<file path="config.mk">
export PLATFORM = sky130hd
export DESIGN_NAME = err_irq_hub
export DESIGN_NICKNAME = d
export VERILOG_FILES = /design/src/rtl/eih_pkg.sv /design/src/rtl/eih_regif.sv /design/src/rtl/eih_status_bank.sv /design/src/rtl/eih_timeout.sv /design/src/rtl/eih_term_gen.sv /design/src/rtl/err_irq_hub.sv
export SDC_FILE = /design/constraint.sdc
export NUM_CORES = 1
export LEC_CHECK = 0
export BUFFER_PORTS_ARGS = -buffer_cell sky130_fd_sc_hd__buf_2
export CAP_MARGIN = 20
export CORE_MARGIN = 2
export CORE_UTILIZATION = 36
export CTS_CLUSTER_SIZE = 40
export DETAILED_ROUTE_END_ITERATION = 10
export PLACE_DENSITY_LB_ADDON = 0.1
export SYNTH_ARGS = -nofsm -noshare
export SYNTH_HDL_FRONTEND = slang
export SYNTH_SLANG_ARGS = --single-unit
export TNS_END_PERCENT = 20
</file>
<file path="constraint.sdc">
create_clock -name clk -period 3.76 [get_ports clk]
set_input_delay 0.376 -clock clk [delete_from_list [all_inputs] [get_ports clk]]
set_output_delay 0.376 -clock clk [all_outputs]
set_load 0.01 [all_outputs]
</file>
<file path="src/rtl/eih_pkg.sv">
package eih_pkg;

  localparam int NUM_SRC = 8;

  localparam int SRC_RESP_ERR  = 0;
  localparam int SRC_RESP_TMO  = 1;
  localparam int SRC_DATA_CRC  = 2;
  localparam int SRC_DATA_TMO  = 3;
  localparam int SRC_RECV_TMO  = 4;
  localparam int SRC_FIFO_OVR  = 5;
  localparam int SRC_FIFO_UND  = 6;
  localparam int SRC_SDIO      = 7;

  typedef enum logic [1:0] {
    A_STATUS  = 2'd0,
    A_ENABLE  = 2'd1,
    A_CLEAR   = 2'd2,
    A_TIMEOUT = 2'd3
  } eih_addr_e;

  typedef logic [NUM_SRC-1:0] src_vec_t;

  // Sticky update: set bits win over cleared bits.
  function automatic src_vec_t f_next_status(input src_vec_t cur,
                                             input src_vec_t set,
                                             input src_vec_t clr);
    return (cur & ~clr) | set;
  endfunction

  // Combined interrupt request from status and mask.
  function automatic logic f_any_enabled(input src_vec_t st, input src_vec_t en);
    return |(st & en);
  endfunction

endpackage

</file>
<file path="src/rtl/eih_regif.sv">
module eih_regif
  import eih_pkg::*;
#(
  parameter int       DW        = 32,
  parameter int       TMO_W     = 16,
  parameter logic [TMO_W-1:0]   TMO_RESET = 16'h4240,
  parameter logic [NUM_SRC-1:0] EN_RESET  = 8'h7F
) (
  input  logic             clk,
  input  logic             rst_n,
  input  logic             reg_wr,
  input  logic [1:0]       reg_addr,
  input  logic [DW-1:0]    reg_wdata,
  input  src_vec_t         status,
  output logic [DW-1:0]    reg_rdata,
  output src_vec_t         enable,
  output src_vec_t         clr_mask,
  output logic [TMO_W-1:0] tmo_limit
);

  eih_addr_e addr;
  logic      wr_en_reg, wr_tmo_reg, wr_clr_reg;

  assign addr       = eih_addr_e'(reg_addr);
  assign wr_en_reg  = reg_wr && (addr == A_ENABLE);
  assign wr_tmo_reg = reg_wr && (addr == A_TIMEOUT);
  assign wr_clr_reg = reg_wr && (addr == A_CLEAR);

  assign clr_mask = wr_clr_reg ? reg_wdata[NUM_SRC-1:0] : '0;

  always_ff @(posedge clk or negedge rst_n) begin
    if (!rst_n) begin
      enable    <= EN_RESET;
      tmo_limit <= TMO_RESET;
    end else begin
      if (wr_en_reg)  enable    <= reg_wdata[NUM_SRC-1:0];
      if (wr_tmo_reg) tmo_limit <= reg_wdata[TMO_W-1:0];
    end
  end

  always_comb begin
    reg_rdata = '0;
    unique case (addr)
      A_STATUS,
      A_CLEAR:   reg_rdata[NUM_SRC-1:0] = status;
      A_ENABLE:  reg_rdata[NUM_SRC-1:0] = enable;
      A_TIMEOUT: reg_rdata[TMO_W-1:0]   = tmo_limit;
      default:   reg_rdata = '0;
    endcase
  end

  AST_ENABLE_LOADS: assert property (@(posedge clk) disable iff (!rst_n)
    wr_en_reg |=> (enable == $past(reg_wdata[NUM_SRC-1:0])));

  AST_LIMIT_LOADS: assert property (@(posedge clk) disable iff (!rst_n)
    wr_tmo_reg |=> (tmo_limit == $past(reg_wdata[TMO_W-1:0])));

endmodule

</file>
<file path="src/rtl/eih_status_bank.sv">
module eih_status_bank
  import eih_pkg::*;
(
  input  logic     clk,
  input  logic     rst_n,
  input  src_vec_t set_vec,
  input  src_vec_t clr_mask,
  output src_vec_t status
);

  src_vec_t nxt;

  generate
    for (genvar i = 0; i < NUM_SRC; i++) begin : g_bit
      logic bit_q;
      always_ff @(posedge clk or negedge rst_n) begin
        if (!rst_n) bit_q <= 1'b0;
        else        bit_q <= nxt[i];
      end
      assign status[i] = bit_q;
    end
  endgenerate

  always_comb nxt = f_next_status(status, set_vec, clr_mask);

  AST_STICKY_HOLD: assert property (@(posedge clk) disable iff (!rst_n)
    1'b1 |=> ((status & $past(status & ~clr_mask)) == $past(status & ~clr_mask)));

  AST_STROBE_WINS: assert property (@(posedge clk) disable iff (!rst_n)
    (|set_vec) |=> ((status & $past(set_vec)) == $past(set_vec)));

  AST_CLEAR_TAKES: assert property (@(posedge clk) disable iff (!rst_n)
    (|(clr_mask & ~set_vec)) |=> ((status & $past(clr_mask & ~set_vec)) == '0));

endmodule

</file>
<file path="src/rtl/eih_timeout.sv">
module eih_timeout #(
  parameter int TMO_W = 16,
  parameter int PRE_W = 12
) (
  input  logic             clk,
  input  logic             rst_n,
  input  logic             data_active,
  input  logic             data_strobe,
  input  logic [TMO_W-1:0] tmo_limit,
  output logic             expire
);

  logic [PRE_W-1:0] pre_q;
  logic [TMO_W-1:0] unit_q;
  logic             unit_tick;
  logic             restart;

  function automatic logic f_reached(input logic [TMO_W-1:0] units,
                                     input logic [TMO_W-1:0] limit);
    return ((TMO_W+1)'(units) + (TMO_W+1)'(1)) >= (TMO_W+1)'(limit);
  endfunction

  assign unit_tick = (pre_q == {PRE_W{1'b1}});
  assign expire    = data_active && !data_strobe && (tmo_limit != '0) &&
                     unit_tick && f_reached(unit_q, tmo_limit);
  assign restart   = !data_active || data_strobe || expire;

  always_ff @(posedge clk or negedge rst_n) begin
    if (!rst_n) begin
      pre_q  <= '0;
      unit_q <= '0;
    end else if (restart) begin
      pre_q  <= '0;
      unit_q <= '0;
    end else begin
      pre_q <= pre_q + 1'b1;
      if (unit_tick) unit_q <= unit_q + 1'b1;
    end
  end

  AST_NO_EXPIRE_IDLE: assert property (@(posedge clk) disable iff (!rst_n)
    (!data_active || tmo_limit == '0) |-> !expire);

  AST_EXPIRE_SPACED: assert property (@(posedge clk) disable iff (!rst_n)
    expire |=> !expire);

  AST_STROBE_RESTARTS: assert property (@(posedge clk) disable iff (!rst_n)
    data_strobe |=> (pre_q == '0 && unit_q == '0));

endmodule

</file>
<file path="src/rtl/eih_term_gen.sv">
module eih_term_gen
  import eih_pkg::*;
(
  input  logic     clk,
  input  logic     rst_n,
  input  src_vec_t status,
  input  src_vec_t enable,
  output logic     irq,
  output logic     dma_term
);

  logic irq_d;

  assign irq      = f_any_enabled(status, enable);
  assign dma_term = irq && !irq_d;

  always_ff @(posedge clk or negedge rst_n) begin
    if (!rst_n) irq_d <= 1'b0;
    else        irq_d <= irq;
  end

  AST_TERM_SINGLE: assert property (@(posedge clk) disable iff (!rst_n)
    dma_term |=> !dma_term);

  AST_TERM_ON_RISE: assert property (@(posedge clk) disable iff (!rst_n)
    (irq && $past(irq)) |-> !dma_term);

endmodule

</file>
<file path="src/rtl/err_irq_hub.sv">
module err_irq_hub
  import eih_pkg::*;
#(
  parameter int DW    = 32,
  parameter int TMO_W = 16,
  parameter int PRE_W = 12,
  parameter logic [TMO_W-1:0]   TMO_RESET = 16'h4240,
  parameter logic [NUM_SRC-1:0] EN_RESET  = 8'h7F
) (
  input  logic          clk,
  input  logic          rst_n,
  input  logic [7:0]    cond_strobe,
  input  logic          data_active,
  input  logic          data_strobe,
  input  logic          reg_wr,
  input  logic [1:0]    reg_addr,
  input  logic [DW-1:0] reg_wdata,
  output logic [DW-1:0] reg_rdata,
  output logic          irq,
  output logic          dma_term
);

  src_vec_t         status, enable, clr_mask, set_vec;
  logic [TMO_W-1:0] tmo_limit;
  logic             tmo_expire;

  always_comb begin
    set_vec = cond_strobe;
    set_vec[SRC_DATA_TMO] = cond_strobe[SRC_DATA_TMO] | tmo_expire;
  end

  eih_regif #(
    .DW(DW), .TMO_W(TMO_W), .TMO_RESET(TMO_RESET), .EN_RESET(EN_RESET)
  ) u_regif (
    .clk(clk), .rst_n(rst_n), .reg_wr(reg_wr), .reg_addr(reg_addr),
    .reg_wdata(reg_wdata), .status(status), .reg_rdata(reg_rdata),
    .enable(enable), .clr_mask(clr_mask), .tmo_limit(tmo_limit)
  );

  eih_status_bank u_status (
    .clk(clk), .rst_n(rst_n), .set_vec(set_vec), .clr_mask(clr_mask),
    .status(status)
  );

  eih_timeout #(.TMO_W(TMO_W), .PRE_W(PRE_W)) u_tmo (
    .clk(clk), .rst_n(rst_n), .data_active(data_active),
    .data_strobe(data_strobe), .tmo_limit(tmo_limit), .expire(tmo_expire)
  );

  eih_term_gen u_term (
    .clk(clk), .rst_n(rst_n), .status(status), .enable(enable),
    .irq(irq), .dma_term(dma_term)
  );

  AST_STATUS_WRITE_IGNORED: assert property (@(posedge clk) disable iff (!rst_n)
    (reg_wr && reg_addr == 2'd0 && set_vec == '0) |=> $stable(status));

  AST_IRQ_FOLLOWS_MASK: assert property (@(posedge clk) disable iff (!rst_n)
    (reg_wr && reg_addr == 2'd1 && set_vec == '0 && clr_mask == '0)
      |=> (irq == |($past(status) & $past(reg_wdata[NUM_SRC-1:0]))));

endmodule

</file>
# Word level (Yosys, flattened, before mapping)
# Cells that the tools add are included.
# word_totals
out_inout_bits,34
reg_bits,61
inputBits,47
wordCells,50
# op_classes
magnitude_cmp,1
eq_ne,4
n_reduce_logical,18
addsub,3
n_mux,6
bitwise_logic,5
# op_table
op,n
$mux W16,2
$pmux W8 S3,1
$add A16 B1 Y17 const B,1
$ge A17 B16 Y1,1
$add A16 B1 Y16 const B,1
$and A8 B8 Y8,2
$mux W8,2
$reduce_bool A16 Y1,1
$add A12 B1 Y12 const B,1
$eq A12 B12 Y1 const B,1
$mux W12,1
$logic_and A1 B1 Y1,8
$not A8 Y8,1
$or A8 B8 Y8,1
$reduce_or A8 Y1,1
$eq A2 B2 Y1 const B,2
$logic_not A1 Y1,3
$eq A2 B1 Y1 const B,1
$logic_not A2 Y1,1
$logic_or A1 B1 Y1,2
$reduce_bool A2 Y1,1
$reduce_or A2 Y1,1
$or A1 B1 Y1,1

# Longest topological paths before layout
# Gate-level depths: netlist of the first run.
# logic_depth
depth_word,7
depth_mapped,13
ltp_nobuf,12

# Modules after synthesis
# From an unflattened synthesis of the first run, not the netlist that was laid out.
# unflattened
cells_unflattened,387
hier_area_um2,3871.2
# by_module_without_submodules
mod,cells_per_inst,seq_area_each_um2,n_inst,area_per_inst_um2
eih_timeout,233,700.7,1,2033.2
eih_regif,114,613.1,1,1383.8
eih_status_bank,32,200.2,1,350.3
eih_term_gen,7,25.0,1,97.6
err_irq_hub,1,0.0,1,6.3

# Least setup slack after synthesis of the first run
# OpenSTA, ideal clock, no wires.
# synth_path
kind,reg2reg
from,register u_tmo.unit_q[0]
to,register u_tmo.unit_q[10]
setup_ns,0.136
slack_ns,0.843
period_less_slack_ns,2.917
t_required_ns,3.624
t_arrival_ns,2.781
path_stages_with_launch,14
path_buffers,1
cell_sequence,dfrtp_1 ha_1 nand3_2 nor2_1 nand3_1 xnor2_1 ha_1 nand4_1 nor2_1 a211oi_1 a211o_1 a311oi_4 buf_6 nor3_1
# synth_via
elab_chain_len,5
elab_cells_between_ends,8
cone_classes,add/sub: 2; order compare: 1; mux: 2; reduce/logical: 3
# synth_lines
element,line_no,rtl
"start, declared",eih_timeout.sv:14,logic [TMO_W-1:0] unit_q;
"start signal, assigned",eih_timeout.sv:37,if (unit_tick) unit_q <= unit_q + 1'b1;
$add A16 B1 Y17,eih_timeout.sv:20,return ((TMO_W+1)'(units) + (TMO_W+1)'(1)) >= (TMO_W+1)'(limit);
$ge A17 B16 Y1,eih_timeout.sv:20,
$logic_and A1 B1 Y1,eih_timeout.sv:25,"unit_tick && f_reached(unit_q, tmo_limit);"
$logic_or A1 B1 Y1,eih_timeout.sv:26,assign restart = !data_active || data_strobe || expire;
$mux W16 / $reduce_bool A2 Y1 (equally long branches),n/a,
# Several ways; a longest one is shown, not always the timed one. The select of a mux whose other input is x is not followed.
# A chain may end at the register's enable or synchronous reset.

# Final worst setup path of the first run
# layout_path
from,register u_tmo.unit_q[0]
to,register u_status.g_bit[3].bit_q
# layout_via
elab_chain_len,5
# layout_lines
element,line_no,rtl
$add A16 B1 Y17,eih_timeout.sv:20,
$ge A17 B16 Y1,eih_timeout.sv:20,
$logic_and A1 B1 Y1,eih_timeout.sv:25,
$or A1 B1 Y1,err_irq_hub.sv:29,set_vec[SRC_DATA_TMO] = cond_strobe[SRC_DATA_TMO] | tmo_expire;
$or A8 B8 Y8,eih_pkg.sv:27,return (cur & ~clr) | set;
net u_status.nxt[3],eih_status_bank.sv:11,src_vec_t nxt;
"end signal, assigned",eih_status_bank.sv:18,else bit_q <= nxt[i];
"end, declared",eih_status_bank.sv:15,logic bit_q;
# The timed path passes the listed nets, and every way through them passes these cells.

==> impl_metrics.json, run 1 <==
{
  "wire_per_inst_um": 14.17,
  "cts_root_buffer": "clkbuf_8",
  "grt_max_degree": 43,
  "timing.setup.critical_path_class": "reg -> reg",
  "ys_seq_area_share_pct": 42.36,
  "path_delay_family": "compound AO/OA/AOI/OAI gates",
  "post-route-drc-count": 0,
  "synthTopCellsByArea": "dfrtp_1 (35%), mux2_2 (7.4%), dfstp_2 (7.2%)",
  "yosysWarnings": 0,
  "grt_setup_unrepaired": "false",
  "drv_slew": 0,
  "setup_violations": 0,
  "numCtsBuffers": 9,
  "grt_util_all_layers_pct": 14.87,
  "fmax_ghz": 0.3013,
  "post_cts_buffers": 0,
  "fin_cells": 550,
  "antenna_found_initial": 0,
  "cts_sinks": 61,
  "crit_chain": "ha_1 -> nand3_2 -> nor2_1 -> nand3_1 -> xnor2_1 -> ha_1 -> nand4_1 -> nor2_1 -> a211oi_1 -> a211o_1 -> a311oi_4 -> buf_4 -> a221o_1",
  "portBuffers": 48,
  "clock_latency_ns": 0.34,
  "diodes": 0,
  "vdd_drop_max_uv": 187.6,
  "syn_inst": 366,
  "ys_async_sr_fraction_pct": 100.0,
  "ys_ff_latch": 61,
  "ios": 81,
  "ys.flop_type": "dfrtp_1",
  "core_mm2": 0.009774,
  "dp_hpwl_mm": 5.565,
  "synthDistinctLibCells": 41,
  "grt_pass1_vias": 2688,
  "status": "finished clean",
  "path_max_fanout": 24,
  "overflow": 0,
  "drtIter0Drc": 83,
  "cp-startpoint": "u_tmo.unit_q[0]$_DFFE_PN0P_",
  "tns_ns": 0,
  "cts_tree": "yes",
  "fin_nets": 477,
  "fin_total_pwr_uw": 1724,
  "die_y_um": 104.5,
  "drive_above_1_share_pct": 24.70,
  "synth_common_cells": "dfrtp_1 (51), nor2_1 (34), nor3_1 (25)",
  "synth_top_area_share_pct": 35.12,
  "drt-total-wl_mm": 7.792,
  "startpoint_type": "flip-flop",
  "slowest_delay_ns": 0.44,
  "fin_worst_skew_ns": 0.01168,
  "start_util_pct": 37.17,
  "ant_nets": 0,
  "via_count": 2735,
  "drv_cap": 0,
  "grt_first_pass_wirelength_mm": 13.03,
  "cts_resized": 0,
  "routabilityCongestion": 0.7298,
  "first_pass_iters": 4,
  "p_leak_uw": 0.001924,
  "cts_hold_buffers": 0,
  "hold_viol_final": 0,
  "clkTransAtPathRegs_ns": 0.07,
  "slowest_stage": "dfrtp_1",
  "tightest_slew_ns": 0.9485,
  "ctsLongestPathBuffers": 2,
  "crit_path_end_kind": "flip-flop",
  "avgSynthCellArea_um2": 9.928,
  "holdWs_ns": 0.1772,
  "period_share_pct": 88.28,
  "synth_edf_count": 0,
  "post-route-min-period_ns": 3.319,
  "power_density_mw_per_mm2": 412.1,
  "slew_headroom_pct": 36.77,
  "min_path_type": "in -> async",
  "fp.dieArea_mm2": 0.01091,
  "final_util_pct": 42.79,
  "cts_htree_levels": 3,
  "arrival_ns": 3.60,
  "rows": 36,
  "placedCellCount": 534,
  "yosys.area.top_type": "dfrtp_1",
  "synth.most_common_cell": "dfrtp_1",
  "dieWidth_um": 104.5,
  "netlist_area_mm2": 0.003633,
  "rrSetupSlack_ns": 0.44,
  "via_per_inst": 4.973,
  "r2r-start": "u_tmo.unit_q[0]$_DFFE_PN0P_",
  "path_buf_inv": 1,
  "syn2layout_area_growth_pct": 15.12,
  "required_ns": 4.04
}
[layer usage]
layer | part of all wire (%) | GRT usage, %
met1 | 49 | 20.18
met2 | 46 | 23.20
met3 | 3.5 | 4.010
met4 | 1.2 | 4.344
met5 | 0 | 0
[layout make-up]
type,count,area (um2)
clock inverter,6,111.4
sequential,61,1539
multi-input combinational,273,1896
timing repair buffer,51,282.8
fill,991,5592
tap,133,166.4
clock buffer,10,127.6
inverter,16,60.06
[worst paths after layout]
| kind | end | cells past startpoint |
|---|---|---|
| setup / recovery | u_status.g_bit[3].bit_q$_DFF_PN0_ | 13 |
| hold / removal | u_status.g_bit[4].bit_q$_DFF_PN0_ | 1 |
| setup reg to reg | u_status.g_bit[3].bit_q$_DFF_PN0_ | 13 |
| hold reg to reg | u_tmo.pre_q[0]$_DFF_PN0_ | 1 |
| max in group asynchronous | u_regif.enable[3]$_DFFE_PN1P_ | 2 |
| min in group clk | u_status.g_bit[4].bit_q$_DFF_PN0_ | 2 |
[cells in the final DEF (no fill, tap or decap), types with 8 or more instances in the layout]
cell type   n
conb_1     16
mux2i_1     9
nand2_1    24
xnor2_1    24
nor2_1     34
xor2_1     14
buf_2      48
mux2_2     24
and3_1     14
nand4_1     8
a21oi_1    10
dfstp_2    10
ha_1       18
inv_1      16
nand3_1    12
clkbuf_8    9
dfrtp_1    51
nor3_1     25
[metrics by stage]
step	cell area (um2)	worst slack, ns
finish	4183	0.4406
global route	4183	0.1554
floorplan	3690	0.8430
detailed placement	3944	0.4522
global placement	3916	0.4460
CTS	4183	0.4297
[flip-flops by register name, summed over array words and instances, names as in the netlist]
signal	flops
u_regif.enable	8
u_regif.tmo_limit	16
u_status.g_bit.bit_q	8
u_term.irq_d	1
u_tmo.pre_q	12
u_tmo.unit_q	16
[report_power, final]
| part | switching (uW) | total [uW] | leakage [uW] | internal [uW] |
|---|---|---|---|---|
| registers | 53.7 | 779 | 0.000743 | 725 |
| clock network | 267 | 707 | 0.000116 | 440 |
| logic | 123 | 238 | 0.00107 | 114 |
| total | 444 | 1720 | 0.00192 | 1280 |
[cells by family after synthesis]
logic type	after synthesis	synth area share [%]
mux	33	9.917
other cells	1	0.1032
simple gates	133	18.39
buf+inv	47	7.025
xor+xnor	38	9.160
fa+ha+maj	18	6.198
compound gates	35	6.853
flops	61	42.36
No activity file was read; power rests on OpenSTA's default activity.
==> run 2: changes to the inputs <==
Settings changed: CORE_UTILIZATION 36 to 49.
Clock period 3.76 ns to 2.75 ns, I/O delays scaled along.
==> impl_metrics.json, run 2 (same netlist as run 1, synthesis figures left out) <==
{
  "setup_slack_ns": -0.03726,
  "numCtsBuffers": 9,
  "tightest_slew_ns": 0.6949,
  "via_count": 2778,
  "via_per_inst": 5.116,
  "drv_slew": 0,
  "antenna_found_initial": 0,
  "violations": "negative setup slack",
  "grt_setup_unrepaired": "true",
  "path_buf_inv": 1,
  "fill_cells": 644,
  "dp_hpwl_mm": 5.503,
  "core_mm2": 0.007214,
  "fp.dieArea_mm2": 0.008120,
  "setup_violations": 14,
  "fin_nets": 504,
  "clock_latency_ns": 0.35,
  "required_ns": 3.04,
  "start_util_pct": 50.36,
  "cts_tree": "yes",
  "grt_first_pass_wirelength_mm": 13.01,
  "arrival_ns": 3.08,
  "ctsLongestPathBuffers": 2,
  "ios": 81,
  "slowest_delay_ns": 0.40,
  "drtIter0Drc": 65,
  "drt-total-wl_mm": 7.637,
  "crit_chain": "ha_4 -> nand3_4 -> nor2_4 -> nand3_4 -> xnor2_1 -> ha_1 -> nand4_1 -> nor2_1 -> a211oi_2 -> a211o_1 -> a311oi_4 -> buf_12 -> a221o_1",
  "mostFrequentLayoutCell": "dfrtp_1",
  "clkTransAtPathRegs_ns": 0.08,
  "dieWidth_um": 90.11,
  "hold_viol_final": 0,
  "cts_htree_levels": 3,
  "slowest_stage": "dfrtp_1",
  "fmax_ghz": 0.3588,
  "timing.setup.critical_path_class": "reg -> reg",
  "rows": 31,
  "post-route-drc-count": 0,
  "grt_pass1_vias": 2722,
  "multiInputGateArea_mm2": 0.001952,
  "vdd_drop_max_uv": 297.4,
  "portBuffers": 48,
  "die_y_um": 90.11,
  "overflow": 0,
  "syn2layout_area_growth_pct": 20.52,
  "reg_top3": "u_regif.tmo_limit x16, u_tmo.unit_q x16, u_tmo.pre_q x12",
  "crit_path_end_kind": "flip-flop",
  "power_density_mw_per_mm2": 497.6,
  "seq_area_mm2": 0.001539,
  "routabilityCongestion": 0.8031,
  "p_leak_uw": 0.002042,
  "wire_per_inst_um": 14.06,
  "status": "finished with violations",
  "ant_nets": 0,
  "drive_above_1_share_pct": 30.63,
  "fin_worst_skew_ns": 0.008529,
  "drv_cap": 0,
  "diodes": 0,
  "tns_ns": -0.08549,
  "startpoint_type": "flip-flop",
  "period_share_pct": 101.4,
  "cts_root_buffer": "clkbuf_8",
  "path_delay_family": "compound AO/OA/AOI/OAI gates",
  "final_cell_mix": "dfrtp_1 (51), buf_2 (48), nor2_1 (31)",
  "grt_util_all_layers_pct": 20.23,
  "slew_headroom_pct": 53.67,
  "fin_total_pwr_uw": 2179,
  "critPathMostFrequentCell": "nand3_4",
  "grt_max_degree": 35,
  "path_max_fanout": 24,
  "cts_sinks": 61,
  "min_path_type": "in -> reg",
  "post-route-min-period_ns": 2.787,
  "first_pass_iters": 4
}
==> run 2: layer usage <==
layer	share of wire, %	track usage (%)	up-vias	wire length, um
met5	0	0	-	0
met2	47	31.70	53	3599
met3	3.8	5.784	10	292
li1	-	-	1390	-
met1	47	26.68	1325	3618
met4	1.7	7.692	0	127
==> run 2: path summary, 6_finish.rpt <==
path | cells after the start | startpoint | slack (ns) | endpoint
max in group asynchronous | 3 | rst_n | 1.56 | u_regif.tmo_limit[6]$_DFFE_PN1P_
setup / recovery | 13 | u_tmo.unit_q[0]$_DFFE_PN0P_ | -0.04 | u_status.g_bit[3].bit_q$_DFF_PN0_
hold reg to reg | 1 | u_status.g_bit[1].bit_q$_DFF_PN0_ | 0.51 | u_status.g_bit[1].bit_q$_DFF_PN0_
min in group asynchronous | 2 | rst_n | 0.51 | u_regif.tmo_limit[11]$_DFFE_PN0P_
hold / removal | 2 | cond_strobe[1] | 0.1 | u_status.g_bit[1].bit_q$_DFF_PN0_
setup reg to reg | 13 | u_tmo.unit_q[0]$_DFFE_PN0P_ | -0.04 | u_status.g_bit[3].bit_q$_DFF_PN0_
==> run 2: layout make-up <==
class	count	share of cell area, %
clock inverter	6	1.457
tap	99	2.829
clock buffer	10	2.914
timing repair buffer	78	11.71
multi-input combinational	273	44.57
inverter	16	1.371
sequential	61	35.14
==> run 2: metrics by stage <==
step / utilization, % / cell area [um2] / setup WS (ns) / hold WS, ns / instances
finish: 60.70 / 4379 / -0.03726 / 0.09806 / 543
global route: 60.70 / 4379 / -0.2053 / 0.06902 / 543
CTS: 60.15 / 4339 / -0.07433 / 0.07899 / 542
detailed placement: 57.02 / 4114 / -0.1526 / 0.3571 / 524
global placement: 57.02 / 4114 / -0.1080 / 0.3557 / 524
floorplan: - / 3717 / 0.01755 / -0.02059 / 381
==> run 2: timing repair <==
action | 4_1_cts | 5_1_grt
endpoints found under the hold margin | 26 | 0
endpoints found under the setup margin | 24 | 24
pin swaps | 4 | 2
buffers inserted | 1 | 0
hold buffers | 1 | 0
resized for setup | 4 | 2
==> run 2: where the power goes <==
part | total [uW] | internal [uW] | switching [uW] | leakage, uW
combinational | 328 | 161 | 167 | 0.00121
sequential | 1060 | 991 | 72.2 | 0.000743
clock | 787 | 417 | 371 | 0.0000923
total | 2180 | 1570 | 611 | 0.00204
==> run 3: changes to the inputs <==
Settings changed: SETUP_SLACK_MARGIN set to 0.5.
==> impl_metrics.json, run 3 (same netlist as run 1, synthesis figures left out) <==
{
  "status": "finished with violations",
  "violations": "negative setup slack",
  "switching_share_pct": 24.57,
  "vdd_drop_max_uv": 269.7,
  "cts_root_buffer": "clkbuf_8",
  "grt_pass1_vias": 2814,
  "grt_first_pass_wirelength_mm": 13.18,
  "setup_violations": 1,
  "seqPwrFrac_pct": 43.9,
  "cts_hold_buffers": 0,
  "ios": 81,
  "via_count": 2792,
  "timing.setup.critical_path_class": "reg -> reg",
  "drt-total-wl_mm": 7.681,
  "cts_sinks": 61,
  "setup_slack_ns": -0.03956,
  "dp_hpwl_mm": 5.644,
  "dieWidth_um": 90.11,
  "path_max_fanout": 14,
  "grt_setup_unrepaired": "true",
  "period_share_pct": 101.4,
  "final_cell_area_mm2": 0.004449,
  "p_sw_uw": 595.9,
  "cts_tree": "yes",
  "startpoint_type": "flip-flop",
  "post-route-min-period_ns": 2.790,
  "final_cell_mix": "dfrtp_1 (51), buf_2 (48), nor2_1 (31)",
  "cts_htree_levels": 3,
  "fp.dieArea_mm2": 0.008120,
  "crit_path_end_kind": "flip-flop",
  "fin_worst_skew_ns": 0.007101,
  "drtIter0Drc": 83,
  "wire_per_inst_um": 14.09,
  "drv_slew": 0,
  "reg_top3": "u_regif.tmo_limit x16, u_tmo.unit_q x16, u_tmo.pre_q x12",
  "ctsLongestPathBuffers": 2,
  "fill_cells": 636,
  "clock_latency_ns": 0.34,
  "start_util_pct": 50.36,
  "comb_power_share_pct": 13.5,
  "fin_total_pwr_uw": 2425,
  "min_path_type": "in -> async",
  "hold_viol_final": 0,
  "rows": 31,
  "p_int_uw": 1829,
  "tightest_slew_ns": 0.8206,
  "postPlaceCellArea_mm2": 0.004106,
  "via_per_inst": 5.123,
  "post-route-drc-count": 0,
  "drive_above_1_share_pct": 31.61,
  "portBuffers": 48,
  "power_density_mw_per_mm2": 545.0,
  "overflow": 0,
  "mostFrequentLayoutCell": "dfrtp_1",
  "diodes": 0,
  "antenna_found_initial": 0,
  "grt_util_all_layers_pct": 20.24,
  "p_leak_uw": 0.002085,
  "fmax_ghz": 0.3585,
  "drv_cap": 0,
  "required_ns": 2.97,
  "ant_nets": 0,
  "slew_headroom_pct": 45.30,
  "numCtsBuffers": 9,
  "core_mm2": 0.007214,
  "arrival_ns": 3.01,
  "clkTransAtPathRegs_ns": 0.07,
  "die_y_um": 90.11,
  "grt_max_degree": 39,
  "routabilityCongestion": 0.7878,
  "syn2layout_area_growth_pct": 22.45,
  "clockPowerShare_pct": 42.6,
  "first_pass_iters": 4,
  "fin_nets": 506
}
[run 3: layout make-up]
type	count	area, um2	share of cell area (%)
multi-input combinational	273	1963	44.12
sequential	61	1539	34.59
timing repair buffer	80	504.2	11.33
clock buffer	13	168.9	3.796
tap	99	123.9	2.784
clock inverter	3	90.09	2.025
inverter	16	60.06	1.350
[run 3: worst paths after layout]
path                                                    from  cells after the start                                end  slack [ns]
hold / removal                                         rst_n                      1  u_regif.tmo_limit[13]$_DFFE_PN0P_        0.02
setup reg to reg                 u_tmo.unit_q[0]$_DFFE_PN0P_                     12  u_status.g_bit[3].bit_q$_DFF_PN0_       -0.04
hold reg to reg            u_status.g_bit[5].bit_q$_DFF_PN0_                      1  u_status.g_bit[5].bit_q$_DFF_PN0_        0.50
min in group clk                              cond_strobe[2]                      2  u_status.g_bit[2].bit_q$_DFF_PN0_        0.11
max in group asynchronous                              rst_n                      2   u_regif.tmo_limit[9]$_DFFE_PN1P_        1.94
setup / recovery                 u_tmo.unit_q[0]$_DFFE_PN0P_                     12  u_status.g_bit[3].bit_q$_DFF_PN0_       -0.04
[run 3: power groups by stage]
stage | Combinational [uW] | Sequential [uW] | Clock, uW
detailed placement | 321 | 1080 | 0
floorplan | 235 | 1050 | 0
global placement | 315 | 1080 | 0
CTS | 329 | 1060 | 1060
finish | 327 | 1070 | 1030
global route | 370 | 1080 | 1100
[run 3: stage by stage]
step,worst slack (ns),setup TNS [ns],cells,hold WS [ns],util (%)
after global routing,-0.2164,-3.868,545,0.07923,61.67
after global placement,-0.08364,-0.5678,524,0.4215,56.92
final,-0.03956,-0.03956,545,0.02108,61.67
after CTS,-0.1140,-1.533,544,0.04389,61.15
after detailed placement,-0.1405,-1.612,524,0.4174,56.92
after floorplan,0.1100,0,381,-0.02059,-
[run 3: critical path, stage by stage, from the launching register on]
cell and delay [ns]:
dfrtp_1 0.41, ha_4 0.17, nand3_4 0.09, nor2_4 0.16, xor2_1 0.21, ha_1 0.28, a211oi_1 0.24, nor2_1 0.08
a211oi_1 0.21, a211o_1 0.19, a311oi_4 0.12, buf_12 0.18, a221o_1 0.34
[run 3: routing by layer]
layer / wire, um / global-route usage [%] / part of all wire, % / up-vias
met3: 323 / 5.700 / 4.2 / 7
met1: 3636 / 26.42 / 47 / 1330
met2: 3634 / 33.02 / 47 / 62
li1: - / - / - / 1393
met5: 0 / 0 / 0 / -
met4: 87 / 5.769 / 1.1 / 0
[run 3: what timing repair did]
action,4_1_cts,5_1_grt
buffers inserted,4,0
setup endpoints to repair,24,24
pin swaps,4,3
gates resized for setup,4,4
